--- config.mk ---
export PLATFORM = sky130hd
export DESIGN_NAME = ifile_arbiter
export DESIGN_NICKNAME = d
export VERILOG_FILES = /design/src/rtl/ifarb_pkg.sv /design/src/rtl/ifarb_ctrl.sv /design/src/rtl/ifarb_dpath.sv /design/src/rtl/ifile_arbiter.sv
export SDC_FILE = /design/constraint.sdc
export NUM_CORES = 1
export LEC_CHECK = 0
export ABC_AREA = 1
export ABC_CLOCK_PERIOD_IN_PS = 7050
export BUFFER_PORTS_ARGS = -buffer_cell sky130_fd_sc_hd__buf_2
export CAP_MARGIN = 40
export CORE_AREA = 4 4 138 140
export DETAILED_ROUTE_END_ITERATION = 8
export DIE_AREA = 0 0 142 144
export GPL_ROUTABILITY_DRIVEN = 0
export PLACE_DENSITY_LB_ADDON = 0.08
export SETUP_SLACK_MARGIN = 0.4
export SYNTH_ARGS = -nofsm -noshare
export SYNTH_HDL_FRONTEND = slang
export SYNTH_SLANG_ARGS = --single-unit
--- constraint.sdc ---
create_clock -name clk -period 7.05 [get_ports clk]
set_input_delay 0 -clock clk [delete_from_list [all_inputs] [get_ports clk]]
set_output_delay 0 -clock clk [all_outputs]
set_load 0.01 [all_outputs]
--- src/rtl/ifarb_pkg.sv ---
package ifarb_pkg;
  localparam int REG_W     = 32;
  localparam int ID_W      = 11;
  localparam int TOP_SHIFT = 16;

  typedef enum logic [1:0] {
    SEL_DELIV  = 2'd0,
    SEL_THRESH = 2'd1,
    SEL_TOP    = 2'd2,
    SEL_NONE   = 2'd3
  } regSel_e;

  typedef struct packed {
    logic             wrDeliv;
    logic             wrThresh;
    logic             claim;
    logic [REG_W-1:0] wrMask;
    logic [REG_W-1:0] wrData;
  } ctlStrobe_t;
endpackage

--- src/rtl/ifarb_ctrl.sv ---
module ifarb_ctrl
  import ifarb_pkg::*;
(
  input  logic                    clk,
  input  logic                    rst,
  input  logic                    regValid,
  input  logic [1:0]              regSel,
  input  logic [REG_W-1:0]        regWrMask,
  input  logic [REG_W-1:0]        regWrData,
  input  logic                    delivState,
  input  logic [ID_W-1:0]         thrState,
  input  logic [ID_W-1:0]         topId,
  output ctlStrobe_t              strobe,
  output logic [REG_W-1:0]        regRdData
);
  regSel_e selE;
  assign selE = regSel_e'(regSel);

  always_comb begin
    strobe          = '0;
    strobe.wrMask   = regWrMask;
    strobe.wrData   = regWrData;
    strobe.wrDeliv  = regValid && (selE == SEL_DELIV);
    strobe.wrThresh = regValid && (selE == SEL_THRESH);
    strobe.claim    = regValid && (selE == SEL_TOP) && (|regWrMask);
  end

  always_comb begin
    regRdData = '0;
    case (selE)
      SEL_DELIV:  regRdData[0] = delivState;
      SEL_THRESH: regRdData[ID_W-1:0] = thrState;
      SEL_TOP: begin
        regRdData[ID_W-1:0]                   = topId;
        regRdData[TOP_SHIFT+ID_W-1:TOP_SHIFT] = topId;
      end
      default: regRdData = '0;
    endcase
  end

  assert_deliv_read_R6: assert property (@(posedge clk) disable iff (rst)
    (selE == SEL_DELIV) |-> (regRdData[REG_W-1:1] == '0));
  assert_top_fields_R4: assert property (@(posedge clk) disable iff (rst)
    (selE == SEL_TOP) |->
      (regRdData[TOP_SHIFT+ID_W-1:TOP_SHIFT] == regRdData[ID_W-1:0]));
  assert_unused_sel_R9: assert property (@(posedge clk) disable iff (rst)
    (selE == SEL_NONE) |-> (regRdData == '0));
  assert_one_strobe_R5: assert property (@(posedge clk) disable iff (rst)
    $onehot0({strobe.wrDeliv, strobe.wrThresh, strobe.claim}));
endmodule

--- src/rtl/ifarb_dpath.sv ---
module ifarb_dpath
  import ifarb_pkg::*;
#(
  parameter int NUM_IDS = 64
) (
  input  logic               clk,
  input  logic               rst,
  input  ctlStrobe_t         strobe,
  input  logic [NUM_IDS-1:0] setPending,
  input  logic               enableLoad,
  input  logic [NUM_IDS-1:0] enableIn,
  output logic [NUM_IDS-1:0] pendingOut,
  output logic [NUM_IDS-1:0] enableOut,
  output logic               delivState,
  output logic [ID_W-1:0]    thrState,
  output logic [ID_W-1:0]    topId,
  output logic               irqOut
);
  localparam int IDX_W = (NUM_IDS > 1) ? $clog2(NUM_IDS) : 1;

  logic [NUM_IDS-1:0] pendQ, enQ, pendD, enD, qualVec;
  logic               delivQ, irqQ;
  logic [ID_W-1:0]    thrQ;
  int                 limit;
  logic               claimHit;
  logic [IDX_W-1:0]   topIdx;

  always_comb begin
    if ((thrQ != '0) && (int'(thrQ) <= NUM_IDS)) limit = int'(thrQ);
    else                                         limit = NUM_IDS;
  end

  assign qualVec[0] = 1'b0;
  for (genvar g = 1; g < NUM_IDS; g++) begin : gQual
    assign qualVec[g] = pendQ[g] && enQ[g] && (g < limit);
  end

  always_comb begin
    topId = '0;
    for (int i = NUM_IDS - 1; i >= 1; i--) begin
      if (qualVec[i]) topId = ID_W'(i);
    end
  end

  assign topIdx   = topId[IDX_W-1:0];
  assign claimHit = strobe.claim && (topId != '0);

  always_comb begin
    pendD = pendQ;
    for (int i = 1; i < NUM_IDS; i++) begin
      if (claimHit && (topId == ID_W'(i))) pendD[i] = 1'b0;
    end
    pendD    = pendD | setPending;
    pendD[0] = 1'b0;
    enD      = enableLoad ? enableIn : enQ;
    enD[0]   = 1'b0;
  end

  always_ff @(posedge clk) begin
    if (rst) begin
      pendQ  <= '0;
      enQ    <= '0;
      delivQ <= 1'b0;
      thrQ   <= '0;
      irqQ   <= 1'b0;
    end else begin
      pendQ <= pendD;
      enQ   <= enD;
      if (strobe.wrDeliv)
        delivQ <= (delivQ & ~strobe.wrMask[0]) | (strobe.wrData[0] & strobe.wrMask[0]);
      if (strobe.wrThresh)
        thrQ <= (thrQ & ~strobe.wrMask[ID_W-1:0]) |
                (strobe.wrData[ID_W-1:0] & strobe.wrMask[ID_W-1:0]);
      irqQ <= delivQ && (topId != '0);
    end
  end

  assign pendingOut = pendQ;
  assign enableOut  = enQ;
  assign delivState = delivQ;
  assign thrState   = thrQ;
  assign irqOut     = irqQ;

  assert_winner_valid_R2: assert property (@(posedge clk) disable iff (rst)
    (topId != '0) |-> (pendQ[topIdx] && enQ[topIdx]));
  assert_claim_clears_R5: assert property (@(posedge clk) disable iff (rst)
    (strobe.claim && (topId != '0) && (setPending == '0)) |=> !pendQ[$past(topIdx)]);
  assert_irq_gate_R7: assert property (@(posedge clk) disable iff (rst)
    !$past(delivQ) |-> !irqQ);
  assert_bit0_zero_R8: assert property (@(posedge clk) disable iff (rst)
    !pendQ[0] && !enQ[0]);
endmodule

--- src/rtl/ifile_arbiter.sv ---
module ifile_arbiter
  import ifarb_pkg::*;
#(
  parameter int NUM_IDS = 64
) (
  input  logic               clk,
  input  logic               rst,
  input  logic               regValid,
  input  logic [1:0]         regSel,
  input  logic [31:0]        regWrMask,
  input  logic [31:0]        regWrData,
  output logic [31:0]        regRdData,
  input  logic [NUM_IDS-1:0] setPending,
  input  logic               enableLoad,
  input  logic [NUM_IDS-1:0] enableIn,
  output logic [NUM_IDS-1:0] pendingOut,
  output logic [NUM_IDS-1:0] enableOut,
  output logic               irqOut
);
  ctlStrobe_t      strobe;
  logic            delivState;
  logic [ID_W-1:0] thrState, topId;

  ifarb_ctrl uCtrl (
    .clk(clk), .rst(rst), .regValid(regValid), .regSel(regSel),
    .regWrMask(regWrMask), .regWrData(regWrData),
    .delivState(delivState), .thrState(thrState), .topId(topId),
    .strobe(strobe), .regRdData(regRdData)
  );

  ifarb_dpath #(.NUM_IDS(NUM_IDS)) uDpath (
    .clk(clk), .rst(rst), .strobe(strobe), .setPending(setPending),
    .enableLoad(enableLoad), .enableIn(enableIn),
    .pendingOut(pendingOut), .enableOut(enableOut),
    .delivState(delivState), .thrState(thrState), .topId(topId),
    .irqOut(irqOut)
  );
endmodule

[Word level (Yosys, flattened, before mapping)]
Index checks and enable logic that the tools add are counted.
Word-level totals
  flip-flop bits (word level): 141
  output and inout port bits: 161
  word-level logic and storage cells: 475
Operators by class
  $lt $le $gt $ge: 64
  equal/unequal tests: 65
  muxes and demuxes: 130
  bitwise logic cells: 9
  reduce and logical (&&, ||, !) cells: 200
Operators by type and width (count)
  6-bit two-way mux: 63
  6-bit by 11-bit < comparator with 1-bit output, first input constant: 32
  1-bit logical AND: 196
  6-bit equality test, second input constant: 32
  5-bit by 11-bit < comparator with 1-bit output, first input constant: 16
  6-bit by 5-bit equality test with 1-bit output, second input constant: 16
  4-bit by 11-bit < comparator with 1-bit output, first input constant: 8
  64-bit bitwise OR: 1
  1-bit two-way mux: 63
  6-bit by 4-bit equality test with 1-bit output, second input constant: 8
  3-bit by 11-bit < comparator with 1-bit output, first input constant: 4
  32-bit OR reduction: 1
  6-bit by 3-bit equality test with 1-bit output, second input constant: 4
  11-bit bitwise AND: 2
  2-bit by 11-bit < comparator with 1-bit output, first input constant: 2
  11-bit two-way mux: 2
  11-bit nonzero test: 2
  10-bit one-hot mux with 2 select lines: 1
  6-bit by 2-bit equality test with 1-bit output, second input constant: 2
  11-bit by 7-bit less-or-equal comparator with 1-bit output, second input constant: 1
  1-bit by 11-bit < comparator with 1-bit output, first input constant: 1
  11-bit NOT: 1
  11-bit bitwise OR: 1
  6-bit by 1-bit equality test with 1-bit output, second input constant: 1
  7 further kinds: 8

[Logic depth before layout (Yosys ltp)]
  depth in word-level cells: 73
  depth in mapped cells: 74

[Cells and area by module]
A second synthesis with hierarchy kept.
Unflattened totals
  cell total of the unflattened synthesis: 1327
  area, all modules: 8649.5 um^2
By module, submodules not included
  ifarb_dpath: times used 1, cells an instance 1160, area an instance 7681.1 um^2, seq. area each 2782.7 um^2
  ifarb_ctrl: times used 1, cells an instance 167, area an instance 968.4 um^2, seq. area each 0.0 um^2

[Worst setup path before layout]
OpenSTA, ideal clock, no wires.
  path kind: flip-flop to flip-flop
  start: reg with a tool-made name
  end: reg uDpath.pendQ[25], in the netlist uDpath.pendingOut[25]
  arrival time: 4.435 ns
  slack: 2.487 ns
  cell stages (with the launch flop): 73
  cell sequence: dfxtp_1 buf_6 nor2_2 nand2_2 o21ai_2 nand2_2 nor2_4 nand2_1 nand2_1 nand4_1 nand2_1 nand2_1 nand2_1 nand2_1 nand2_1 nand2_1 nand2_1 nand2_1 [37 not listed] nand2_1 nand2_1 nand2_1 nand2_1 nand2_1 nand2_1 nand2_1 nand2_1 nand2_1 nand2_1 nand2_1 nand2_2 nand2_4 nand2_4 buf_8 nand4_1 a21oi_1 nor2_1
RTL lines
  end signal: assignment: RTL line ifarb_dpath.sv:67  | pendQ <= pendD;
  end: declaration: RTL line ifarb_dpath.sv:21  | logic [NUM_IDS-1:0] pendQ, enQ, pendD, enD, qualVec;

==> run metrics <==
fraction of the yosys area taken by sequential cells 38.0%; initial antenna violation count 0; Crit Path Max Fanout 21; Root Buffer clkbuf_16; die height 144 um; crit path DAT 6220 ps; ys async rst share 0%; Crit. End Element output pin; clock buffer depth 2; footprint of the multi-input gates 0.00375 mm2; Clock transition at path regs 60 ps; Synth Flop Type dfxtp_1; Slew headroom 44.0%; num ports 359; RSZ-0062 raised after global routing yes; DRT Wirelength 32300 um; die area 0.0204 mm2; first-pass GRT wire length 48700 um; dominant cell type by area after synthesis dfxtp_1; post-route ant nets 0; hpwl dp 23000 um; commonest cells in the netlist nand2_1, a21oi_1, inv_1; PortBufs 318; top-count cell post-synth nand2_1; CTS HTree Levels 4; Tot GR Track Use 30.6%; Die Span X 142 um; final worst-path cycle share 88.2%; Layout Skew 11.5 ps; clk_lat worst skew 430 ps; Yosys reg bits 139; register area 0.00279 mm2; crit start category register; Synth Cell Area 0.00732 mm2; Row Count 49; share of the synthesized area in the top cell type 38.0%; layout cell share with drive strength beyond 1 25.0%; CTS tree yes; number of max-cap violations 0; First-pass DRT Iterations 9; Sink Count 139; Synth cell types 39; status finished, final reports clean; Final nets 1779; largest net degree at the start of global routing 76; core area 0.0178 mm2; drt wl/cell 17.7 um; Congestion Overflow GR 0; Tightest Pin Transition 832 ps; setup_tns 0 ps; Syn-to-layout area delta 55.1%; PD cells 220 mW/mm2; detailed router's first-iteration violation count 678; drt drc 0; Inserted Clock Buffers 17; Worst Path Required 7050 ps; Yosys Warn Count 0; Avg Synthesized Cell Area 6.62 um2; synth top area cells dfxtp_1, nand2_1, a21oi_1; Pins Over Slew Limit 0; Initial Utilization 41.0%; Hold Path Class in -> reg; critical path class reg -> out; Syn Inst Count 1106; Vias 9248; Crit path top cell by count nor2_1; fin crit period 6220 ps; slowest stage cell, crit path a21oi_1; number of global-route vias before repair 8939; leakage power 5.79 nW; vias per cell 5.08; Min Hold Slack 97.6 ps; final setup vio count 0; Max VDD drop 0.174 mV; EDFF count, synth 0; Hold Fails Final Rpt 0; Fillers 1648; Max Clock Freq 0.161 GHz; CP max stage delay 590 ps
==> report_power, final <==
group	internal, mW	switching, mW
combinational	0.243	0.402
clock	0.594	0.377
sequential	0.834	0.0432
==> registers in the layout (all words and copies together), names as in the netlist, named ones only <==
register / count
uDpath.enableOut: 63
uDpath.pendingOut: 63
uDpath.irqOut: 1
==> cell families (layout without fill, tap and decap cells) <==
family | after synthesis | in the layout | share of synthesized area (%)
flip-flops | 139 | 139 | 38.0
other | 1 | 19 | 0.0512
buffers and inverters | 213 | 680 | 12.1
AO/OA/AOI/OAI | 265 | 265 | 20.3
adder cells (fa/ha/maj) | 4 | 4 | 0.684
AND/OR/NAND/NOR | 484 | 484 | 28.9
==> cell type report <==
cell class              count  share of cell area (%)
multi-input cells         770                    33.1
clock buffers              18                    3.78
diodes                      2                  0.0441
clock inverters            13                    1.68
inverters                 157                    5.19
repair buffers            492                    29.2
well taps                 229                    2.53
flip-flops and latches    139                    24.5
==> cell usage in the layout (no fill, tap or decap), types with 2 or more instances in the layout <==
cell type,count
a211oi_1,9
a21oi_1,167
a21oi_2,2
a31oi_1,3
and3_1,7
buf_2,318
buf_4,13
bufinv_16,4
clkbuf_16,17
clkinv_1,2
clkinv_2,2
clkinv_4,3
conb_1,17
dfxtp_1,137
dfxtp_2,2
diode_2,2
dlygate4sd3_1,160
ha_1,4
inv_1,150
inv_2,5
inv_6,3
nand2_1,270
nand2_2,7
nand2_4,2
nand3_1,40
nand3_2,3
nand4_1,37
nor2_1,88
nor2_2,6
nor2_4,4
nor3_1,4
nor4_1,10
o2111ai_1,14
o211ai_1,4
o21ai_0,42
o21bai_1,18
o311ai_0,2
o31ai_1,2
==> critical path: cells and delay by family, from the launching register on <==
family,cells,cell delay (ps)
compound gates,16,2710
buf+inv,5,1140
flops,1,300
simple gates,14,1640
==> path summary, 6_finish.rpt <==
check,startpoint,endpoint,slack [ps],cells after the start
worst max register to register,register,uDpath.pendingOut[18],1110,71
worst min register to register,uDpath.enableOut[9],uDpath.enableOut[9],480,2
worst max-delay path,register,regRdData[1],830,35
worst min-delay path,rst,uDpath.pendingOut[33],100,2
==> timing repair <==
item | in CTS | in global routing
gates resized for setup | 0 | 10
setup endpoints to repair | 0 | 50
endpoints found under the hold margin | 138 | 0
setup buffers | 0 | 7
hold buffers | 160 | 0
==> through the flow <==
| step | utilization [%] | std cells | worst slack, ps | power (mW) | cell area [um2] |
|---|---|---|---|---|---|
| 2_1_floorplan | - | 1122 | 2490 | 1.22 | 7380 |
| 5_1_grt | 63.6 | 1818 | 288 | 2.60 | 11300 |
| 6_report | 63.6 | 1820 | 830 | 2.49 | 11300 |
| 3_3_place_gp | 50.5 | 1618 | 953 | 1.44 | 9000 |
| 3_5_place_dp | 50.6 | 1620 | 1100 | 1.44 | 9030 |
| 4_1_cts | 63.0 | 1811 | 945 | 2.47 | 11200 |
==> metal layers <==
layer	GRT usage (%)	part of all wire, %	vias up
li1	-	-	4562
met1	39.2	42	4223
met2	51.5	47	409
met3	7.28	8.3	54
met4	8.84	2.3	0
met5	0	0	-
Power figures use the tool's default switching activity.
